==> config.mk <==
export PLATFORM = sky130hd
export DESIGN_NAME = i2c_regfile_target
export DESIGN_NICKNAME = d
export VERILOG_FILES = /design/src/rtl/i2c_tgt_pkg.sv /design/src/rtl/i2c_line_sync.sv /design/src/rtl/i2c_regbank.sv /design/src/rtl/i2c_regfile_target.sv
export SDC_FILE = /design/constraint.sdc
export NUM_CORES = 1
export LEC_CHECK = 0
export ABC_AREA = 1
export BUFFER_PORTS_ARGS = -buffer_cell sky130_fd_sc_hd__buf_2
export CAP_MARGIN = 10
export CORE_UTILIZATION = 45
export DETAILED_ROUTE_END_ITERATION = 8
export MAX_ROUTING_LAYER = met4
export PLACE_DENSITY = 0.61
export SLEW_MARGIN = 20
export SYNTH_ARGS = -nofsm -noshare
export SYNTH_HDL_FRONTEND = slang
export SYNTH_SLANG_ARGS = --single-unit
export TNS_END_PERCENT = 10
==> constraint.sdc <==
create_clock -name clk -period 2.7 [get_ports clk]
set_input_delay 0.405 -clock clk [delete_from_list [all_inputs] [get_ports clk]]
set_output_delay 0.405 -clock clk [all_outputs]
set_load 0.02 [all_outputs]
==> src/rtl/i2c_tgt_pkg.sv <==
package i2c_tgt_pkg;

  typedef enum logic [3:0] {
    ST_IDLE, ST_ADDR, ST_ADDR_END, ST_ACK_A,
    ST_SUB, ST_SUB_END, ST_ACK_S,
    ST_WR, ST_WR_END, ST_ACK_W,
    ST_RD, ST_RACK, ST_RACK_END
  } tgt_state_e;

  // next pointer: the last implemented entry folds to zero, all else counts modulo 256
  function automatic logic [7:0] ptr_step(input logic [7:0] p, input int unsigned last);
    return (p == 8'(last)) ? 8'd0 : p + 8'd1;
  endfunction

  // seven upper bits of the received frame against the own address
  function automatic logic addr_hit(input logic [7:0] frame, input logic [6:0] own);
    return frame[7:1] == own;
  endfunction

endpackage

==> src/rtl/i2c_line_sync.sv <==
module i2c_line_sync #(
  parameter int STAGES = 2
) (
  input  logic clk,
  input  logic rst_n,
  input  logic line_in,
  output logic level,
  output logic rise,
  output logic fall
);
  // chain[STAGES-1] is the synchronised level, chain[STAGES] its previous value
  logic [STAGES:0] chain;

  always_ff @(posedge clk or negedge rst_n) begin
    if (!rst_n) chain <= '1;
    else        chain <= {chain[STAGES-1:0], line_in};
  end

  assign level = chain[STAGES-1];
  assign rise  = chain[STAGES-1] & ~chain[STAGES];
  assign fall  = ~chain[STAGES-1] & chain[STAGES];
endmodule

==> src/rtl/i2c_regbank.sv <==
module i2c_regbank #(
  parameter int DEPTH = 32
) (
  input  logic       clk,
  input  logic       rst_n,
  input  logic       we,
  input  logic [7:0] waddr,
  input  logic [7:0] wdata,
  input  logic [7:0] raddr,
  output logic [7:0] rdata
);
  localparam int IDX_W = (DEPTH > 1) ? $clog2(DEPTH) : 1;
  localparam logic [8:0] LIMIT = 9'(DEPTH);

  logic [7:0] mem [DEPTH];
  logic w_in, r_in;

  assign w_in = {1'b0, waddr} < LIMIT;
  assign r_in = {1'b0, raddr} < LIMIT;

  generate
    for (genvar g = 0; g < DEPTH; g++) begin : g_entry
      always_ff @(posedge clk or negedge rst_n) begin
        if (!rst_n) mem[g] <= '0;
        else if (we && w_in && (waddr[IDX_W-1:0] == IDX_W'(g))) mem[g] <= wdata;
      end
    end
  endgenerate

  assign rdata = r_in ? mem[raddr[IDX_W-1:0]] : 8'h00;
endmodule

==> src/rtl/i2c_regfile_target.sv <==
module i2c_regfile_target
  import i2c_tgt_pkg::*;
#(
  parameter logic [6:0] DEV_ADDR    = 7'h2A,
  parameter int         REG_COUNT   = 32,
  parameter int         SYNC_STAGES = 2
) (
  input  logic clk,
  input  logic rst_n,
  input  logic scl_in,
  input  logic sda_in,
  output logic sda_oe
);
  localparam int unsigned LAST = REG_COUNT - 1;

  logic scl_s, scl_rise, scl_fall;
  logic sda_s, sda_rise, sda_fall;
  logic start_evt, stop_evt, byte_hit, wr_en;
  logic [7:0] shreg, ptr, rd_data;
  logic [2:0] cnt;
  logic       rw;
  tgt_state_e state;

  i2c_line_sync #(.STAGES(SYNC_STAGES)) u_scl (
    .clk(clk), .rst_n(rst_n), .line_in(scl_in),
    .level(scl_s), .rise(scl_rise), .fall(scl_fall));

  i2c_line_sync #(.STAGES(SYNC_STAGES)) u_sda (
    .clk(clk), .rst_n(rst_n), .line_in(sda_in),
    .level(sda_s), .rise(sda_rise), .fall(sda_fall));

  // named bus events
  assign start_evt = scl_s & sda_fall;
  assign stop_evt  = scl_s & sda_rise;
  assign byte_hit  = addr_hit(shreg, DEV_ADDR);
  assign wr_en     = (state == ST_WR_END) & scl_fall;

  i2c_regbank #(.DEPTH(REG_COUNT)) u_bank (
    .clk(clk), .rst_n(rst_n), .we(wr_en), .waddr(ptr), .wdata(shreg),
    .raddr(ptr), .rdata(rd_data));

  always_ff @(posedge clk or negedge rst_n) begin
    if (!rst_n) begin
      state  <= ST_IDLE;
      cnt    <= '0;
      shreg  <= '0;
      ptr    <= '0;
      rw     <= 1'b0;
      sda_oe <= 1'b0;
    end else if (start_evt) begin
      state  <= ST_ADDR;
      cnt    <= '0;
      sda_oe <= 1'b0;
    end else if (stop_evt) begin
      state  <= ST_IDLE;
      sda_oe <= 1'b0;
    end else begin
      case (state)
        ST_ADDR, ST_SUB, ST_WR: if (scl_rise) begin
          shreg <= {shreg[6:0], sda_s};
          cnt   <= cnt + 3'd1;
          if (cnt == 3'd7) begin
            case (state)
              ST_ADDR: state <= ST_ADDR_END;
              ST_SUB:  state <= ST_SUB_END;
              default: state <= ST_WR_END;
            endcase
          end
        end
        ST_ADDR_END: if (scl_fall) begin
          if (byte_hit) begin
            sda_oe <= 1'b1;
            rw     <= shreg[0];
            state  <= ST_ACK_A;
          end else begin
            state  <= ST_IDLE;
          end
        end
        ST_ACK_A: if (scl_fall) begin
          cnt <= '0;
          if (rw) begin
            shreg  <= rd_data;
            sda_oe <= ~rd_data[7];
            state  <= ST_RD;
          end else begin
            sda_oe <= 1'b0;
            state  <= ST_SUB;
          end
        end
        ST_SUB_END: if (scl_fall) begin
          ptr    <= shreg;
          sda_oe <= 1'b1;
          state  <= ST_ACK_S;
        end
        ST_ACK_S, ST_ACK_W: if (scl_fall) begin
          sda_oe <= 1'b0;
          cnt    <= '0;
          state  <= ST_WR;
        end
        ST_WR_END: if (scl_fall) begin
          ptr    <= ptr_step(ptr, LAST);
          sda_oe <= 1'b1;
          state  <= ST_ACK_W;
        end
        ST_RD: if (scl_fall) begin
          if (cnt == 3'd7) begin
            sda_oe <= 1'b0;
            state  <= ST_RACK;
          end else begin
            shreg  <= {shreg[6:0], 1'b0};
            sda_oe <= ~shreg[6];
            cnt    <= cnt + 3'd1;
          end
        end
        ST_RACK: if (scl_rise) begin
          if (!sda_s) begin
            ptr   <= ptr_step(ptr, LAST);
            state <= ST_RACK_END;
          end else begin
            state <= ST_IDLE;
          end
        end
        ST_RACK_END: if (scl_fall) begin
          cnt    <= '0;
          shreg  <= rd_data;
          sda_oe <= ~rd_data[7];
          state  <= ST_RD;
        end
        default: ;
      endcase
    end
  end
endmodule

==> results of run 1 <==
## state kept, by name, summed over array words and instances (netlist names)
signal	cells
u_bank.mem	256
ptr	8
cnt	3
state	4
shreg	8
sda_oe	1
u_scl.chain	3
rw	1
u_sda.chain	3
## power by group through the flow
| stage | sequential (uW) | clock [uW] | combinational, uW |
|---|---|---|---|
| 2_1_floorplan | 4840 | 0 | 3960 |
| 5_1_grt | 4920 | 4800 | 6730 |
| 3_5_place_dp | 4950 | 0 | 6040 |
| 6_report | 4880 | 4550 | 6080 |
| 4_1_cts | 4870 | 4640 | 6080 |
| 3_3_place_gp | 4940 | 0 | 6040 |
## kinds of logic after synthesis
logic type	Yosys count	synth area share
compound gates	426	0.152
xor+xnor	1	0.000618
fa+ha+maj	8	0.00706
buf+inv	199	0.0586
flops	287	0.507
mux	1	0.000706
simple gates	859	0.274
## synth_stat cells (all sizes together)
cell      n  area [um2]
a21boi    1        7.51
a21oi    43         215
a31oi     3        18.8
buf      42         240
clkbuf   78         294
clkinv    2        7.51
dfrtp   281        7030
dfstp     6         158
ha        8         100
inv      77         289
mux2i     1        10.0
nand2   518        1950
nand3    82         410
nand3b    1        7.51
nand4    39         671
nor2    218         833
nor3      1        16.3
o211ai    2        15.0
o21ai   367        1840
o22ai     9        56.3
o31ai     1        7.51
xor2      1        8.76
## layout make-up
cell class,instances,area share
Sequential cell,287,0.455
Clock inverter,7,0.00419
Tap cell,396,0.0313
Clock buffer,52,0.0658
Timing Repair Buffer,54,0.0356
Multi-Input combinational cell,1295,0.390
Inverter,79,0.0188
## per-layer routing
metal  part of all wire  routed length [um]
met1               0.48               18500
met5                  0                   0
met3              0.054                2090
met2               0.45               17400
met4              0.016                 599
## worst paths after layout
path	slack [ns]	from	to	depth (start not counted)
worst max-delay path	0.26	state[3]$_DFFE_PN0P_	shreg[1]$_DFFE_PN0P_	7
worst min-delay path	0.35	u_sda.chain[0]$_DFF_PN1_	u_sda.chain[1]$_DFF_PN1_	0
worst max register to register	0.26	state[3]$_DFFE_PN0P_	shreg[1]$_DFFE_PN0P_	7
worst min register to register	0.35	u_sda.chain[0]$_DFF_PN1_	u_sda.chain[1]$_DFF_PN1_	0
max in group asynchronous	1.38	rst_n	ptr[1]$_DFFE_PN0P_	3
min in group asynchronous	0.47	rst_n	u_bank.mem[151]$_DFFE_PN0P_	2
## metrics by stage
stage                      util  instances
after detailed placement  0.477       2108
final                     0.514       2170
after CTS                 0.514       2170
after floorplan               -       1781
after global routing      0.514       2170
after global placement    0.477       2108
==> impl_metrics.toml, run 1 <==
[outcome]
status = "finished, final reports clean"

[routing]
drtAntennaViolNets = 0
drtIter0Drc = 1001
via_per_inst = 5.40
firstDrtPassIters = 7
wl_per_cell_um = 17.8
drc_errors = 0
drt_wl_total_mm = 38.6
num_vias = 11725

[placed_design]
gp_congestion = 0.897
place_ws_ns = 0.253
dpl.hpwl_mm = 24.2
place_area_um2 = 14700
numPortBuffers = 4

[worst_hold_path]
hold_class = "flop to flop"

[yosys]
synth_area_per_cell_um2 = 7.97
synth_cell_types = 33
synth_nets = 1793
syn_area_um2 = 14200
ys_seq_area_frac = 0.507
ys_warn_count = 0
synth_seq_cells = 287
synthCells = 1781

[die]
die_height_um = 180
die_w_um = 180
initial_utilization = 0.460
io_pins = 5
std_cell_rows = 64
core_um2 = 30800
die-area_um2 = 32200

[worst_setup_path]
cp-end-kind = "flop"
crit_arrival_ns = 2.89
crit_slowest_cell = "dfrtp_1"
cp.required_ns = 3.15
path_max_fanout = 11
cp.buffers_inverters = 1
max_stage_delay_ns = 0.47
startpoint_type = "flop"
crit_chain = "nor2_1, nand2_1, nand2_1, inv_1, nor2_1, nand3_1, a21oi_1"
path_class = "flop to flop"
path_delay_family = "simple AND/OR/NAND/NOR gates"

[grt]
antenna_found_initial = 0
grt_pass1_vias = 11354
busiest_layer = "met2"
grt_util_met1 = 0.369
grt_pass1_wl_mm = 64.1
met2_usage = 0.383
grt.met3_usage = 0.0369
grt_util_all_layers = 0.256
grt_remaining_overflow = 0
grt_max_degree = 76

[sta]
fin_skew_ns = 0.0183
setup_tns_ns = 0
fin_crit_sh = 0.905
finalHoldViolations = 0
fmaxAchievable_mhz = 409
drv_slew = 0
setup_violations = 0
fin_hold_ws_ns = 0.353
worst_slew_pin_slew_ns = 0.675
rsz0062_at_grt = "no"
fin_crit_ns = 2.44
fin_ws_ns = 0.256
relSlewSlack = 0.549

[power]
switching_share = 0.419
total_power_uw = 15500
pwr-share-comb = 0.392
p_per_area_nw_per_um2 = 980
p_clk_frac = 0.293
p_seq_frac = 0.315
peakVddDrop_mv = 0.596
p_int_uw = 9010
p_leak_uw = 0.00738
p_sw_uw = 6510

[final_layout]
area_growth_pct = 11.6
nNetsFinal = 1763
final_common_cell = "nand2_1"
multi_input_area_um2 = 6170
seqCellArea_um2 = 7200
fillers = 2935
mostFrequentLayoutCells = "nand2_1, o21ai_0, dfrtp_1"
drive_gt1_frac = 0.0874
final_area_um2 = 15800
diodes = 0

[clocking]
cts_made_buffers = 34
clockBufferDepth = 3
ctsResizeCount = 0
clkTransAtPathRegs_ns = 0.06
cts_setup_buffers = 0
ctsHoldBuffers = 3
insertion_delay_ns = 0.52
cts.sinks = 287
cts_max_level = 2
root_buffer = "clkbuf_16"
cts_tree = "yes"

[flow_run]
drv_cap = 0
Power figures use the tool's default switching activity.
==> run 2: changes to the inputs <==
--- a/config.mk
+++ b/config.mk
@@ -5,7 +5,6 @@
 export SDC_FILE = /design/constraint.sdc
 export NUM_CORES = 1
 export LEC_CHECK = 0
-export ABC_AREA = 1
 export BUFFER_PORTS_ARGS = -buffer_cell sky130_fd_sc_hd__buf_2
 export CAP_MARGIN = 10
 export CORE_UTILIZATION = 45
==> run 2 against run 1 <==
Clock skew rose by 0.00097 ns; total power fell by 13%; critical path type unchanged; sequential share of layout area is 1.7 points higher; critical path depth increased by 1.
==> impl_metrics.toml, run 2 <==
[outcome]
status = "finished, final reports clean"

[die]
std_cell_rows = 63
initial_utilization = 0.460
core_um2 = 29800
io_pins = 5
die-area_um2 = 31200
die_w_um = 177
die_height_um = 177

[final_layout]
final_common_cell = "dfrtp_1"
largest_register_ffs = 256
top_regs = "u_bank.mem (256), ptr (8), shreg (8)"
mostFrequentLayoutCells = "dfrtp_1, mux2_2, nand2_1"
largest_register = "u_bank.mem"
diodes = 0
final_cells = 1514
area_growth_pct = 11.2
fin_util = 0.512
nNetsFinal = 1113
drive_gt1_frac = 0.305
fillers = 2586

[clocking]
insertion_delay_ns = 0.57
cts_tree = "yes"
cts.sinks = 287
cts_made_buffers = 31
root_buffer = "clkbuf_16"
ctsResizeCount = 0
cts_max_level = 1
clockBufferDepth = 3
clkTransAtPathRegs_ns = 0.06

[worst_setup_path]
crit_slowest_cell = "dfrtp_4"
crit_arrival_ns = 2.95
cp.buffers_inverters = 2
r2r_slack_ns = 0.19
cp-end-kind = "flop"
cp.required_ns = 3.14
path_delay_family = "flip-flops"
rr_endpoint = "shreg[2]$_DFFE_PN0P_"
max_stage_delay_ns = 0.59
startpoint_type = "flop"
timing.rr.start = "ptr[0]$_DFFE_PN0P_"
crit_top_cell = "a21oi_1"
path_class = "flop to flop"
path_max_fanout = 20
crit_chain = "buf_12, buf_4, mux4_2, nor2b_1, a211oi_1, nor4_1, a21oi_1, a21oi_1"
reg2reg_depth = 8

[flow_run]
drv_cap = 0

[routing]
num_vias = 8798
drtIter0Drc = 586
wl_per_cell_um = 21.6
via_per_inst = 5.81
drtAntennaViolNets = 0
firstDrtPassIters = 5
drc_errors = 0
drt_wl_total_mm = 32.7

[yosys]
async_flop_share = 1.00
synth_top_flop_cell = "dfrtp_1"
synth_area_leaders = "dfrtp_1, mux2_2, mux4_2"
synth_cell_types = 59
synth_top_area_share = 0.512
synth_nets = 1116
yosys.cell_count.top_type = "dfrtp_1"
synth_seq_cells = 287
synth_area_per_cell_um2 = 12.4
synth_edf_count = 0
ys_warn_count = 0
synthCells = 1104
ys_seq_area_frac = 0.524
syn_area_um2 = 13700
synth_top_area_cell = "dfrtp_1"
synth_commonest_cells = "dfrtp_1, mux2_2, nand2_1, o21ai_0, mux4_2"

[sta]
setup_tns_ns = 0
setup_violations = 0
fmaxAchievable_mhz = 398
drv_slew = 0
finalHoldViolations = 0
fin_skew_ns = 0.0193
worst_slew_pin_slew_ns = 1.07
relSlewSlack = 0.284
fin_crit_sh = 0.930
fin_crit_ns = 2.51
rsz0062_at_grt = "no"

[grt]
grt_remaining_overflow = 0
grt_util_all_layers = 0.228
grt_pass1_wl_mm = 53.0
antenna_found_initial = 0
grt_pass1_vias = 8995
grt_max_degree = 60

[worst_hold_path]
worst_hold_startpoint = "u_sda.chain[0]$_DFF_PN1_"
holdPathStages = 0
hold_class = "flop to flop"
holdPathEnd = "u_sda.chain[1]$_DFF_PN1_"

[power]
total_power_uw = 13500
p_per_area_nw_per_um2 = 885
p_leak_uw = 0.00708
peakVddDrop_mv = 0.584

[placed_design]
placed_cells = 1455
dpl.hpwl_mm = 21.4
gp_congestion = 0.911
numPortBuffers = 4
[run 2: cell types whose count changed after synthesis, sizes merged, moves of 14 or more]
| cell | change |
|---|---|
| nand2 | -375 |
| nand4 | -36 |
| inv | -64 |
| nand3 | -68 |
| o21ai | -247 |
| nor2b | +20 |
| mux4 | +74 |
| a21oi | -14 |
| mux2 | +162 |
| clkbuf | -36 |
| nor2 | -188 |
| buf | +15 |
[run 2: where the power goes]
group	total (uW)	switching (uW)	leakage, uW	internal, uW
registers	5320	510	0.00393	4810
clock network	4090	1690	0.000484	2400
logic	4090	2440	0.00266	1650
[run 2: repair_timing]
action,4_1_cts,5_1_grt
endpoints found under the hold margin,46,0
hold buffers,3,0
buffers inserted,0,0
[run 2: how the worst max path moves through the flow]
stage / start / endpoint / cells after the start
6_report: ptr[0]$_DFFE_PN0P_ / shreg[2]$_DFFE_PN0P_ / 8
5_1_grt: ptr[0]$_DFFE_PN0P_ / shreg[2]$_DFFE_PN0P_ / 7
3_3_place_gp: ptr[0]$_DFFE_PN0P_ / shreg[2]$_DFFE_PN0P_ / 8
4_1_cts: ptr[0]$_DFFE_PN0P_ / shreg[0]$_DFFE_PN0P_ / 6
3_5_place_dp: ptr[0]$_DFFE_PN0P_ / shreg[2]$_DFFE_PN0P_ / 8
2_1_floorplan: ptr[1]$_DFFE_PN0P_ / u_bank.mem[112]$_DFFE_PN0P_ / 8
[run 2: through the flow]
| step | cell area (um2) | hold slack, ns | worst slack (ns) |
|---|---|---|---|
| 6_report | 15300 | 0.358 | 0.189 |
| 4_1_cts | 15300 | 0.361 | 0.209 |
| 3_3_place_gp | 14200 | 0.352 | 0.179 |
| 2_1_floorplan | 13700 | 0.109 | 0.575 |
| 5_1_grt | 15300 | 0.362 | 0.0136 |
| 3_5_place_dp | 14200 | 0.349 | 0.218 |
[run 2: cell type report]
cell class,count,area [um2],share of cell area
sequential,287,7190,0.471
timing repair buffer,63,556,0.0364
clock inverter,7,71.3,0.00467
tap,390,488,0.0320
inverter,14,52.6,0.00344
clock buffer,49,913,0.0599
multi-input combinational,704,5990,0.392
[run 2: layer usage]
metal	GRT usage	wire [um]	vias up
li1	-	-	3964
met1	0.322	15200	4574
met2	0.347	15300	209
met3	0.0281	1400	51
met4	0.0643	800	0
met5	-	0	-
[run 2: cells by family after synthesis]
logic type                 synth area share
adders and majority gates           0.00948
AOI/OAI and AO/OA                    0.0798
buffers and inverters                0.0398
DFF                                   0.524
muxes                                 0.262
xor gates and xnor gates            0.00319
and+or+nand+nor                      0.0821
